==> src/rtl/bscan_pkg.sv <==
package bscan_pkg;

    localparam int IR_W = 3;
    localparam int ID_W = 32;

    typedef enum logic [3:0] {
        TS_RESET, TS_IDLE,
        TS_SEL_DR, TS_CAP_DR, TS_SH_DR, TS_EX1_DR, TS_PAU_DR, TS_EX2_DR, TS_UPD_DR,
        TS_SEL_IR, TS_CAP_IR, TS_SH_IR, TS_EX1_IR, TS_PAU_IR, TS_EX2_IR, TS_UPD_IR
    } tap_state_e;

    typedef logic [IR_W-1:0] instr_t;

    localparam instr_t OP_EXTEST     = 3'b000;
    localparam instr_t OP_IDCODE     = 3'b001;
    localparam instr_t OP_HIZ_SAMPLE = 3'b010;
    localparam instr_t OP_SAMPLE     = 3'b100;
    localparam instr_t OP_BYPASS     = 3'b111;
    localparam instr_t IR_CAPTURE    = 3'b001;

    typedef enum logic [1:0] {PATH_BYPASS, PATH_ID, PATH_BOUNDARY} dr_path_e;

    function automatic dr_path_e decode_path(input instr_t op);
        case (op)
            OP_EXTEST, OP_HIZ_SAMPLE, OP_SAMPLE: return PATH_BOUNDARY;
            OP_IDCODE:                           return PATH_ID;
            default:                             return PATH_BYPASS;
        endcase
    endfunction

endpackage

==> src/rtl/bscan_fsm.sv <==
module bscan_fsm
    import bscan_pkg::*;
(
    input  logic       tck,
    input  logic       por_n,
    input  logic       tms,
    output tap_state_e state_o
);

    typedef struct packed {
        tap_state_e state;
    } fsm_reg_t;

    fsm_reg_t cur_q, nxt_d;

    always_comb begin
        nxt_d = cur_q;
        case (cur_q.state)
            TS_RESET:  nxt_d.state = tms ? TS_RESET  : TS_IDLE;
            TS_IDLE:   nxt_d.state = tms ? TS_SEL_DR : TS_IDLE;
            TS_SEL_DR: nxt_d.state = tms ? TS_SEL_IR : TS_CAP_DR;
            TS_CAP_DR: nxt_d.state = tms ? TS_EX1_DR : TS_SH_DR;
            TS_SH_DR:  nxt_d.state = tms ? TS_EX1_DR : TS_SH_DR;
            TS_EX1_DR: nxt_d.state = tms ? TS_UPD_DR : TS_PAU_DR;
            TS_PAU_DR: nxt_d.state = tms ? TS_EX2_DR : TS_PAU_DR;
            TS_EX2_DR: nxt_d.state = tms ? TS_UPD_DR : TS_SH_DR;
            TS_UPD_DR: nxt_d.state = tms ? TS_SEL_DR : TS_IDLE;
            TS_SEL_IR: nxt_d.state = tms ? TS_RESET  : TS_CAP_IR;
            TS_CAP_IR: nxt_d.state = tms ? TS_EX1_IR : TS_SH_IR;
            TS_SH_IR:  nxt_d.state = tms ? TS_EX1_IR : TS_SH_IR;
            TS_EX1_IR: nxt_d.state = tms ? TS_UPD_IR : TS_PAU_IR;
            TS_PAU_IR: nxt_d.state = tms ? TS_EX2_IR : TS_PAU_IR;
            TS_EX2_IR: nxt_d.state = tms ? TS_UPD_IR : TS_SH_IR;
            TS_UPD_IR: nxt_d.state = tms ? TS_SEL_DR : TS_IDLE;
            default:   nxt_d.state = TS_RESET;
        endcase
    end

    always_ff @(posedge tck or negedge por_n) begin
        if (!por_n) cur_q <= '{state: TS_RESET};
        else        cur_q <= nxt_d;
    end

    assign state_o = cur_q.state;

    // Run of consecutive high tms samples, saturating at five.
    logic [2:0] ones_q;
    always_ff @(posedge tck or negedge por_n) begin
        if (!por_n)           ones_q <= 3'd0;
        else if (!tms)        ones_q <= 3'd0;
        else if (ones_q != 3'd5) ones_q <= ones_q + 3'd1;
    end

    AST_FIVE_ONES_RESET: assert property (@(posedge tck) disable iff (!por_n)
        (ones_q == 3'd5) |-> (cur_q.state == TS_RESET));

endmodule

==> src/rtl/bscan_ir.sv <==
module bscan_ir
    import bscan_pkg::*;
(
    input  logic       tck,
    input  logic       por_n,
    input  logic       tdi,
    input  tap_state_e state_i,
    output instr_t     active_o,
    output logic       sh_lsb_o
);

    typedef struct packed {
        instr_t sh;
        instr_t act;
    } ir_reg_t;

    ir_reg_t cur_q, nxt_d;

    always_comb begin
        nxt_d = cur_q;
        case (state_i)
            TS_RESET:  nxt_d.act = OP_IDCODE;
            TS_CAP_IR: nxt_d.sh  = IR_CAPTURE;
            TS_SH_IR:  nxt_d.sh  = {tdi, cur_q.sh[IR_W-1:1]};
            TS_UPD_IR: nxt_d.act = cur_q.sh;
            default:   ;
        endcase
    end

    always_ff @(posedge tck or negedge por_n) begin
        if (!por_n) cur_q <= '{sh: '0, act: OP_IDCODE};
        else        cur_q <= nxt_d;
    end

    assign active_o = cur_q.act;
    assign sh_lsb_o = cur_q.sh[0];

    AST_IR_UPDATE_ONLY: assert property (@(posedge tck) disable iff (!por_n)
        ($past(state_i) != TS_UPD_IR && $past(state_i) != TS_RESET) |-> $stable(cur_q.act));

    AST_IR_DEFAULT_ID: assert property (@(posedge tck) disable iff (!por_n)
        (state_i == TS_RESET) |=> (cur_q.act == OP_IDCODE));

    AST_IR_CAPTURE_01: assert property (@(posedge tck) disable iff (!por_n)
        ($past(state_i) == TS_CAP_IR) |-> (cur_q.sh[1:0] == 2'b01));

endmodule

==> src/rtl/bscan_dr.sv <==
module bscan_dr
    import bscan_pkg::*;
#(
    parameter int                 BSR_LEN    = 16,
    parameter logic [ID_W-1:0]    ID_VALUE   = 32'h1A5C_3E01,
    parameter logic [BSR_LEN-1:0] CELL_FIXED = '0
) (
    input  logic               tck,
    input  logic               por_n,
    input  logic               tdi,
    input  tap_state_e         state_i,
    input  instr_t             instr_i,
    input  logic [BSR_LEN-1:0] pins_i,
    output logic               sh_lsb_o,
    output logic [BSR_LEN-1:0] upd_o
);

    localparam int TOP = BSR_LEN - 1;

    typedef struct packed {
        logic               byp;
        logic [ID_W-1:0]    id;
        logic [BSR_LEN-1:0] bsr;
        logic [BSR_LEN-1:0] upd;
    } dr_reg_t;

    dr_reg_t  cur_q, nxt_d;
    dr_path_e path;
    logic     drives_pads;

    assign path        = decode_path(instr_i);
    assign drives_pads = (instr_i == OP_EXTEST) || (instr_i == OP_SAMPLE);

    always_comb begin
        nxt_d = cur_q;
        case (state_i)
            TS_CAP_DR: begin
                case (path)
                    PATH_ID:       nxt_d.id  = ID_VALUE;
                    PATH_BOUNDARY: nxt_d.bsr = pins_i | CELL_FIXED;
                    default:       nxt_d.byp = 1'b0;
                endcase
            end
            TS_SH_DR: begin
                case (path)
                    PATH_ID:       nxt_d.id  = {tdi, cur_q.id[ID_W-1:1]};
                    PATH_BOUNDARY: nxt_d.bsr = {tdi, cur_q.bsr[TOP:1]};
                    default:       nxt_d.byp = tdi;
                endcase
            end
            TS_UPD_DR: begin
                if (drives_pads) nxt_d.upd = cur_q.bsr;
            end
            default: ;
        endcase
    end

    always_ff @(posedge tck or negedge por_n) begin
        if (!por_n) cur_q <= '0;
        else        cur_q <= nxt_d;
    end

    always_comb begin
        case (path)
            PATH_ID:       sh_lsb_o = cur_q.id[0];
            PATH_BOUNDARY: sh_lsb_o = cur_q.bsr[0];
            default:       sh_lsb_o = cur_q.byp;
        endcase
    end

    assign upd_o = cur_q.upd;

    AST_ID_CAPTURE: assert property (@(posedge tck) disable iff (!por_n)
        ($past(state_i) == TS_CAP_DR && $past(instr_i) == OP_IDCODE)
        |-> (cur_q.id == ID_VALUE));

    AST_BYPASS_ZERO: assert property (@(posedge tck) disable iff (!por_n)
        ($past(state_i) == TS_CAP_DR && $past(instr_i) == OP_BYPASS)
        |-> (cur_q.byp == 1'b0));

    AST_FIXED_CELLS: assert property (@(posedge tck) disable iff (!por_n)
        ($past(state_i) == TS_CAP_DR && $past(instr_i) == OP_SAMPLE)
        |-> ((cur_q.bsr & CELL_FIXED) == CELL_FIXED));

    AST_UPD_HOLD: assert property (@(posedge tck) disable iff (!por_n)
        ($past(state_i) != TS_UPD_DR) |-> $stable(cur_q.upd));

endmodule

==> src/rtl/bscan_tap.sv <==
module bscan_tap
    import bscan_pkg::*;
#(
    parameter int                 BSR_LEN    = 16,
    parameter logic [31:0]        ID_VALUE   = 32'h1A5C_3E01,
    parameter logic [BSR_LEN-1:0] CELL_FIXED = BSR_LEN'(16'h0090)
) (
    input  logic               tck,
    input  logic               por_n,
    input  logic               tms,
    input  logic               tdi,
    input  logic [BSR_LEN-1:0] pins_i,
    output logic               tdo,
    output logic               tdo_en,
    output logic [BSR_LEN-1:0] upd_vec,
    output logic               outs_off
);

    tap_state_e state;
    instr_t     active;
    logic       ir_lsb;
    logic       dr_lsb;

    bscan_fsm u_fsm (
        .tck     (tck),
        .por_n   (por_n),
        .tms     (tms),
        .state_o (state)
    );

    bscan_ir u_ir (
        .tck      (tck),
        .por_n    (por_n),
        .tdi      (tdi),
        .state_i  (state),
        .active_o (active),
        .sh_lsb_o (ir_lsb)
    );

    bscan_dr #(
        .BSR_LEN    (BSR_LEN),
        .ID_VALUE   (ID_VALUE),
        .CELL_FIXED (CELL_FIXED)
    ) u_dr (
        .tck      (tck),
        .por_n    (por_n),
        .tdi      (tdi),
        .state_i  (state),
        .instr_i  (active),
        .pins_i   (pins_i),
        .sh_lsb_o (dr_lsb),
        .upd_o    (upd_vec)
    );

    // Falling-edge output stage.
    typedef struct packed {
        logic tdo;
        logic en;
    } out_reg_t;

    out_reg_t out_q, out_d;

    always_comb begin
        out_d = '0;
        case (state)
            TS_SH_IR: out_d = '{tdo: ir_lsb, en: 1'b1};
            TS_SH_DR: out_d = '{tdo: dr_lsb, en: 1'b1};
            default:  ;
        endcase
    end

    always_ff @(negedge tck or negedge por_n) begin
        if (!por_n) out_q <= '0;
        else        out_q <= out_d;
    end

    assign tdo      = out_q.tdo;
    assign tdo_en   = out_q.en;
    assign outs_off = (active == OP_HIZ_SAMPLE);

    AST_TDO_EN_SHIFT: assert property (@(posedge tck) disable iff (!por_n)
        tdo_en |-> (state == TS_SH_DR || state == TS_SH_IR));

    AST_TDO_QUIET: assert property (@(posedge tck) disable iff (!por_n)
        !tdo_en |-> !tdo);

endmodule

==> config.mk <==
export PLATFORM = sky130hd
export DESIGN_NAME = bscan_tap
export DESIGN_NICKNAME = d
export VERILOG_FILES = /design/src/rtl/bscan_pkg.sv /design/src/rtl/bscan_fsm.sv /design/src/rtl/bscan_ir.sv /design/src/rtl/bscan_dr.sv /design/src/rtl/bscan_tap.sv
export SDC_FILE = /design/constraint.sdc
export NUM_CORES = 1
export LEC_CHECK = 0
export CELL_PAD_IN_SITES_DETAIL_PLACEMENT = 1
export CELL_PAD_IN_SITES_GLOBAL_PLACEMENT = 1
export CORE_ASPECT_RATIO = 0.75
export CORE_MARGIN = 3
export CORE_UTILIZATION = 28
export CTS_BUF_LIST = sky130_fd_sc_hd__clkbuf_16
export DETAILED_ROUTE_END_ITERATION = 10
export GPL_ROUTABILITY_DRIVEN = 0
export HOLD_SLACK_MARGIN = 0.08
export PLACE_DENSITY_LB_ADDON = 0.3
export SYNTH_ARGS = -nofsm -noshare
export SYNTH_HDL_FRONTEND = slang
export SYNTH_SLANG_ARGS = --single-unit
==> constraint.sdc <==
create_clock -name tck -period 3.8 [get_ports tck]
set_input_delay 0.57 -clock tck [delete_from_list [all_inputs] [get_ports tck]]
set_output_delay 0.57 -clock tck [all_outputs]
set_load 0.1 [all_outputs]
; After elaboration in Yosys (flattened, before gate mapping)
; Cells that the tools add are included.
[op_classes]
magnitude_cmp = 0
bitwise = 0
reduce_logical = 15
n_div = 0
n_addsub = 0
eq_ne = 26
n_mux = 25
shifts = 0
multipliers = 0
[op_table]
columns = cell, count
row1 = 49-bit case mux with 2 select lines, 1
row2 = 32-bit 2-to-1 mux, 2
row3 = 4-bit case mux with 12 select lines, 1
row4 = "4-bit equality test, second input constant", 8
row5 = 16-bit 2-to-1 mux, 2
row6 = "4-bit by 3-bit equality test with 1-bit output, second input constant", 4
row7 = 4-bit 2-to-1 mux, 4
row8 = 3-bit case mux with 2 select lines, 2
row9 = 3-bit AND reduction, 3
row10 = "4-bit by 2-bit equality test with 1-bit output, second input constant", 2
row11 = "2-bit by 1-bit inequality test with 1-bit output, second input constant", 4
row12 = 2-bit case mux with 2 select lines, 2
row13 = 2-bit 2-to-1 mux, 3
row14 = 3-bit 2-to-1 mux, 2
row15 = 2-bit nonzero test, 3
row16 = 2-bit OR reduction, 3
row17 = 3-bit OR reduction, 2
row18 = 1-bit 2-to-1 mux, 5
row19 = "4-bit by 1-bit equality test with 1-bit output, second input constant", 1
row20 = 4-bit logical NOT, 1
row21 = "2-bit inequality test, second input constant", 2
row22 = "3-bit by 1-bit equality test with 1-bit output, second input constant", 1
row23 = "3-bit by 2-bit equality test with 1-bit output, second input constant", 1
row24 = "3-bit equality test, second input constant", 1
row25 = other kinds (6), 6
[totals]
mem_count = 0
elab_cells = 75
latchBits = 0
ram_bits = 0
input_bits = 20
mem_bits_ro = 0
out_inout_bits = 19
regBits = 77

; Depth between registers and ports, before layout
[depth]
word_depth = 7
depth_mapped = 8
ltp_nobuf = 7

; Modules after synthesis
; Synthesis repeated with hierarchy kept, for this count alone.
[hier_totals]
hier_cells = 273
hier_area_um2 = 3550.9
[modules_own_cells]
columns = module, area_per_inst_um2, seq_area_each_um2, cells_per_inst, instances
row1 = bscan_dr, 2832.7, 1626.6, 192, 1
row2 = bscan_fsm, 315.3, 100.1, 40, 1
row3 = bscan_ir, 302.8, 151.4, 32, 1
row4 = bscan_tap, 100.1, 50.0, 9, 1

==> results.md <==
- Critical path depth in cells: 6
- Effective utilization at floorplan: 29.0%
- Skew-Pair Late Insertion Delay: around 0.34 ns
- Element type at the critical path end: flop
- Unrepaired setup endpoints after global routing: no
- Total power draw: approximately 3600 µW
- Clock root cell: clkbuf_16
- DIE WIDTH: about 130 µm
- Worst reg2reg path depth: 6
- Data required time at the worst endpoint: between 2 and 2.5 ns
- Buffers added on ports: 36
- Critical Path, Cell by Cell: inv_1, or3_1, ha_1, nand2_1, o21ai_0, a22o_1
- Crit path max-delay family: flip-flops
- Number of library cell types mapped by synthesis: 45
- Vias: approximately 2200
- DR iter-0 viols: 95
- Post-route clock skew: roughly 0.0091 ns
- Number of synthesized flops with an enable pin: 0
- Clock slew at reported path FFs: 0.06 ns
- Level count of the clock H-tree: 3
- I/O pins: 39
- Reg-to-reg slack, setup: ~0.11 ns
- Number of cells after detailed placement: between 400 and 500
- Slew headroom: 32.9%
- Category of the critical setup timing path: flop to flop
- Post-cts repair resize count: 0
- GRT Residual Overflow: 0
- Actual slew at the worst max-slew pin: 1.00 ns
- Clk buf depth: 2
- Largest net degree at the start of global routing: 74
- Standby leakage power: roughly 0.0018 µW
- Vertical die dimension: 101 µm
- NumNets Final: about 340
- Avg WL per Cell: ~15 µm
- Power density over the cells: between 800 and 900 mW/mm²
- GR Util All Layers: 11.2%
- Signed area change from the synthesized netlist to the final layout: 20.9%
- Proportion of synthesized chip area in sequential cells: a little under three fifths
- Layout cell share with drive strength beyond 1: between 10% and 20%
- Number of warnings reported in the yosys synthesis log: 0
- Register bit count reported by yosys: 77
- Post-CTS Repair Setup Buffers: 0
- Final setup fails: 0
- Data arrival time of the critical path: approximately 2.0 ns
- Slowest-stage cell, CP: dfstp_2
- Die Area: roughly 0.013 mm²
- Final slew viol count: 0
- Clock tree from TritonCTS: built
- Run status: complete, no violations
- Filler cell count in the final layout: ~1300
- Class of the worst hold path: flop to flop
- Crit-path max cell delay: ~0.53 ns
- Number of nets in the synthesized netlist: approximately 310
- Hold violation count in the final report: 0
- Non-filler instance count after layout: 480
- Row Count: 34
- Syn Std Cell Area: 0.00340 mm²
- Most instantiated flip-flop cell in the synthesis netlist: dfrtp_1
- Initial antenna violation count: 0
- Global-route wire length before repair: around 12000 µm
- Number of buffer and inverter instances along the worst setup path: 1
- Cts bufs inserted: 9
- Number of cells traversed by the worst hold path: 1
- First-pass iteration count of the detailed router: 4
- Total Neg Setup Slack: 0 ns
- Number of sinks on the clock net: between 70 and 80
- Number of max-cap violations: 0
- Maximum fanout encountered on the critical timing path: 4
- Number of remaining DRC errors: 0
- Diodes inserted: 0
- HPWL Detailed: 4770 µm
- Fraction of synthesis flops using an asynchronous set or reset pin: between 90% and 100%
- Total Routed Length: between 7000 and 8000 µm
- Antenna-violating nets left: 0
- Routed via count divided by cell count: ~4.6
- Gate count after technology mapping: 292
- Type of element launching the critical path: flop
- Average size of a mapped cell: around 12 µm²
- Total core area: roughly 0.012 mm²
- Max rail drop VDD: ~0.28 mV
- Via count of the first global-routing pass: roughly 2300
synth_stat cells, types with 2 or more instances:
cell | n | area share [%]
dfrtp_1 | 74 | 55
nand2_1 | 30 | 3.3
buf_4 | 21 | 4.6
a22o_1 | 20 | 5.2
a21oi_1 | 14 | 2.1
mux2i_1 | 14 | 4.1
o21ai_0 | 14 | 2.1
o22a_1 | 13 | 3.4
nor2_1 | 12 | 1.3
mux2_1 | 10 | 3.3
buf_2 | 8 | 1.2
o21ai_1 | 7 | 1.0
inv_1 | 6 | 0.66
mux2_2 | 6 | 2.0
clkbuf_1 | 4 | 0.44
nand2b_1 | 3 | 0.55
nor3_1 | 3 | 0.44
o22ai_1 | 3 | 0.55
dfrtn_1 | 2 | 1.5
ha_1 | 2 | 0.74
nand3_1 | 2 | 0.29
layout make-up:
cell class	instances	area [µm²]	area share, %
Tap cell	162	203	4.94
Sequential cell	77	1930	47.0
Timing Repair Buffer	45	448	10.9
Clock buffer	9	225	5.49
Clock inverter	7	56.3	1.37
Multi-Input combinational cell	174	1220	29.8
Inverter	6	22.5	0.549
worst reg2reg max path, cell delays in order, from the launching register on:
cell and delay (ns):
dfstp_2 0.53, inv_1 0.05, or3_1 0.37, ha_1 0.36, nand2_1 0.09, o21ai_0 0.08
a22o_1 0.18
logic make-up (layout without fill, tap and decap cells):
group | after synthesis | count (layout) | synth area share [%]
adder cells (fa/ha/maj) | 2 | 2 | 0.737
flip-flops | 77 | 77 | 56.8
multiplexers | 30 | 30 | 9.43
XOR/XNOR | 1 | 1 | 0.258
buffers and inverters | 41 | 67 | 7.37
AND/OR/NAND/NOR | 63 | 63 | 9.43
AO/OA/AOI/OAI | 78 | 78 | 16.0
where the power goes:
part           switching (µW)  leakage [µW]  total [µW]  internal (µW)
Combinational             916      0.000732        1480            561
Sequential                218      0.000929        1330           1110
Clock                     361      0.000137         812            450
Total                    1500       0.00180        3620           2120
per-layer routing:
| metal | up-vias | GRT usage [%] | share of wire, % |
|---|---|---|---|
| li1 | 1069 | - | - |
| met1 | 1100 | 14.9 | 50 |
| met2 | 41 | 17.3 | 44 |
| met3 | 9 | 3.23 | 4.0 |
| met4 | 0 | 4.43 | 1.7 |
| met5 | - | 0 | 0 |
worst paths after layout:
path,from,endpoint
max,u_ir.active_o[0]$_DFFE_PN1P_,tdo$_DFF_NN0_
min,u_dr.cur_q[45]$_DFFE_PN0P_,u_dr.cur_q[44]$_DFFE_PN0P_
max reg2reg,u_ir.active_o[0]$_DFFE_PN1P_,tdo$_DFF_NN0_
min reg2reg,u_dr.cur_q[45]$_DFFE_PN0P_,u_dr.cur_q[44]$_DFFE_PN0P_
max in group asynchronous,por_n,tdo_en$_DFF_NN0_
min in group asynchronous,por_n,u_fsm.state_o[1]$_DFF_PN0_
cells in the final DEF (no fill, tap or decap), drive strengths merged, types with 12 or more instances in the layout:
master,synthesis,final
dfrtp,74,74
clkdlybuf4s50,0,33
nand2,31,31
o21ai,21,21
a22o,20,20
mux2,16,16
a21oi,14,14
mux2i,14,14
o22a,13,13
nor2,12,12
stage by stage:
stage	worst slack, ns	utilization (%)	cell area, µm²	hold WS [ns]
after floorplan	0.150	-	3400	0.274
after global placement	0.136	32.6	3810	0.391
after detailed placement	0.110	32.6	3810	0.393
after CTS	0.106	35.1	4100	0.492
after global routing	0.000285	35.1	4100	0.502
final	0.109	35.1	4100	0.491
state kept, by name, indices dropped and copies added (netlist names):
| signal | cells |
|---|---|
| u_dr.cur_q | 49 |
| u_dr.upd_o | 16 |
| u_fsm.state_o | 4 |
| u_ir.active_o | 3 |
| u_ir.cur_q | 2 |
| tdo | 1 |
| tdo_en | 1 |
| u_ir.sh_lsb_o | 1 |
repair_timing:
action | in CTS | in global routing
endpoints found under the setup margin | 0 | 0
hold endpoints to repair | 2 | 0
hold buffers | 1 | 0
(Power assumes the default switching activity.)
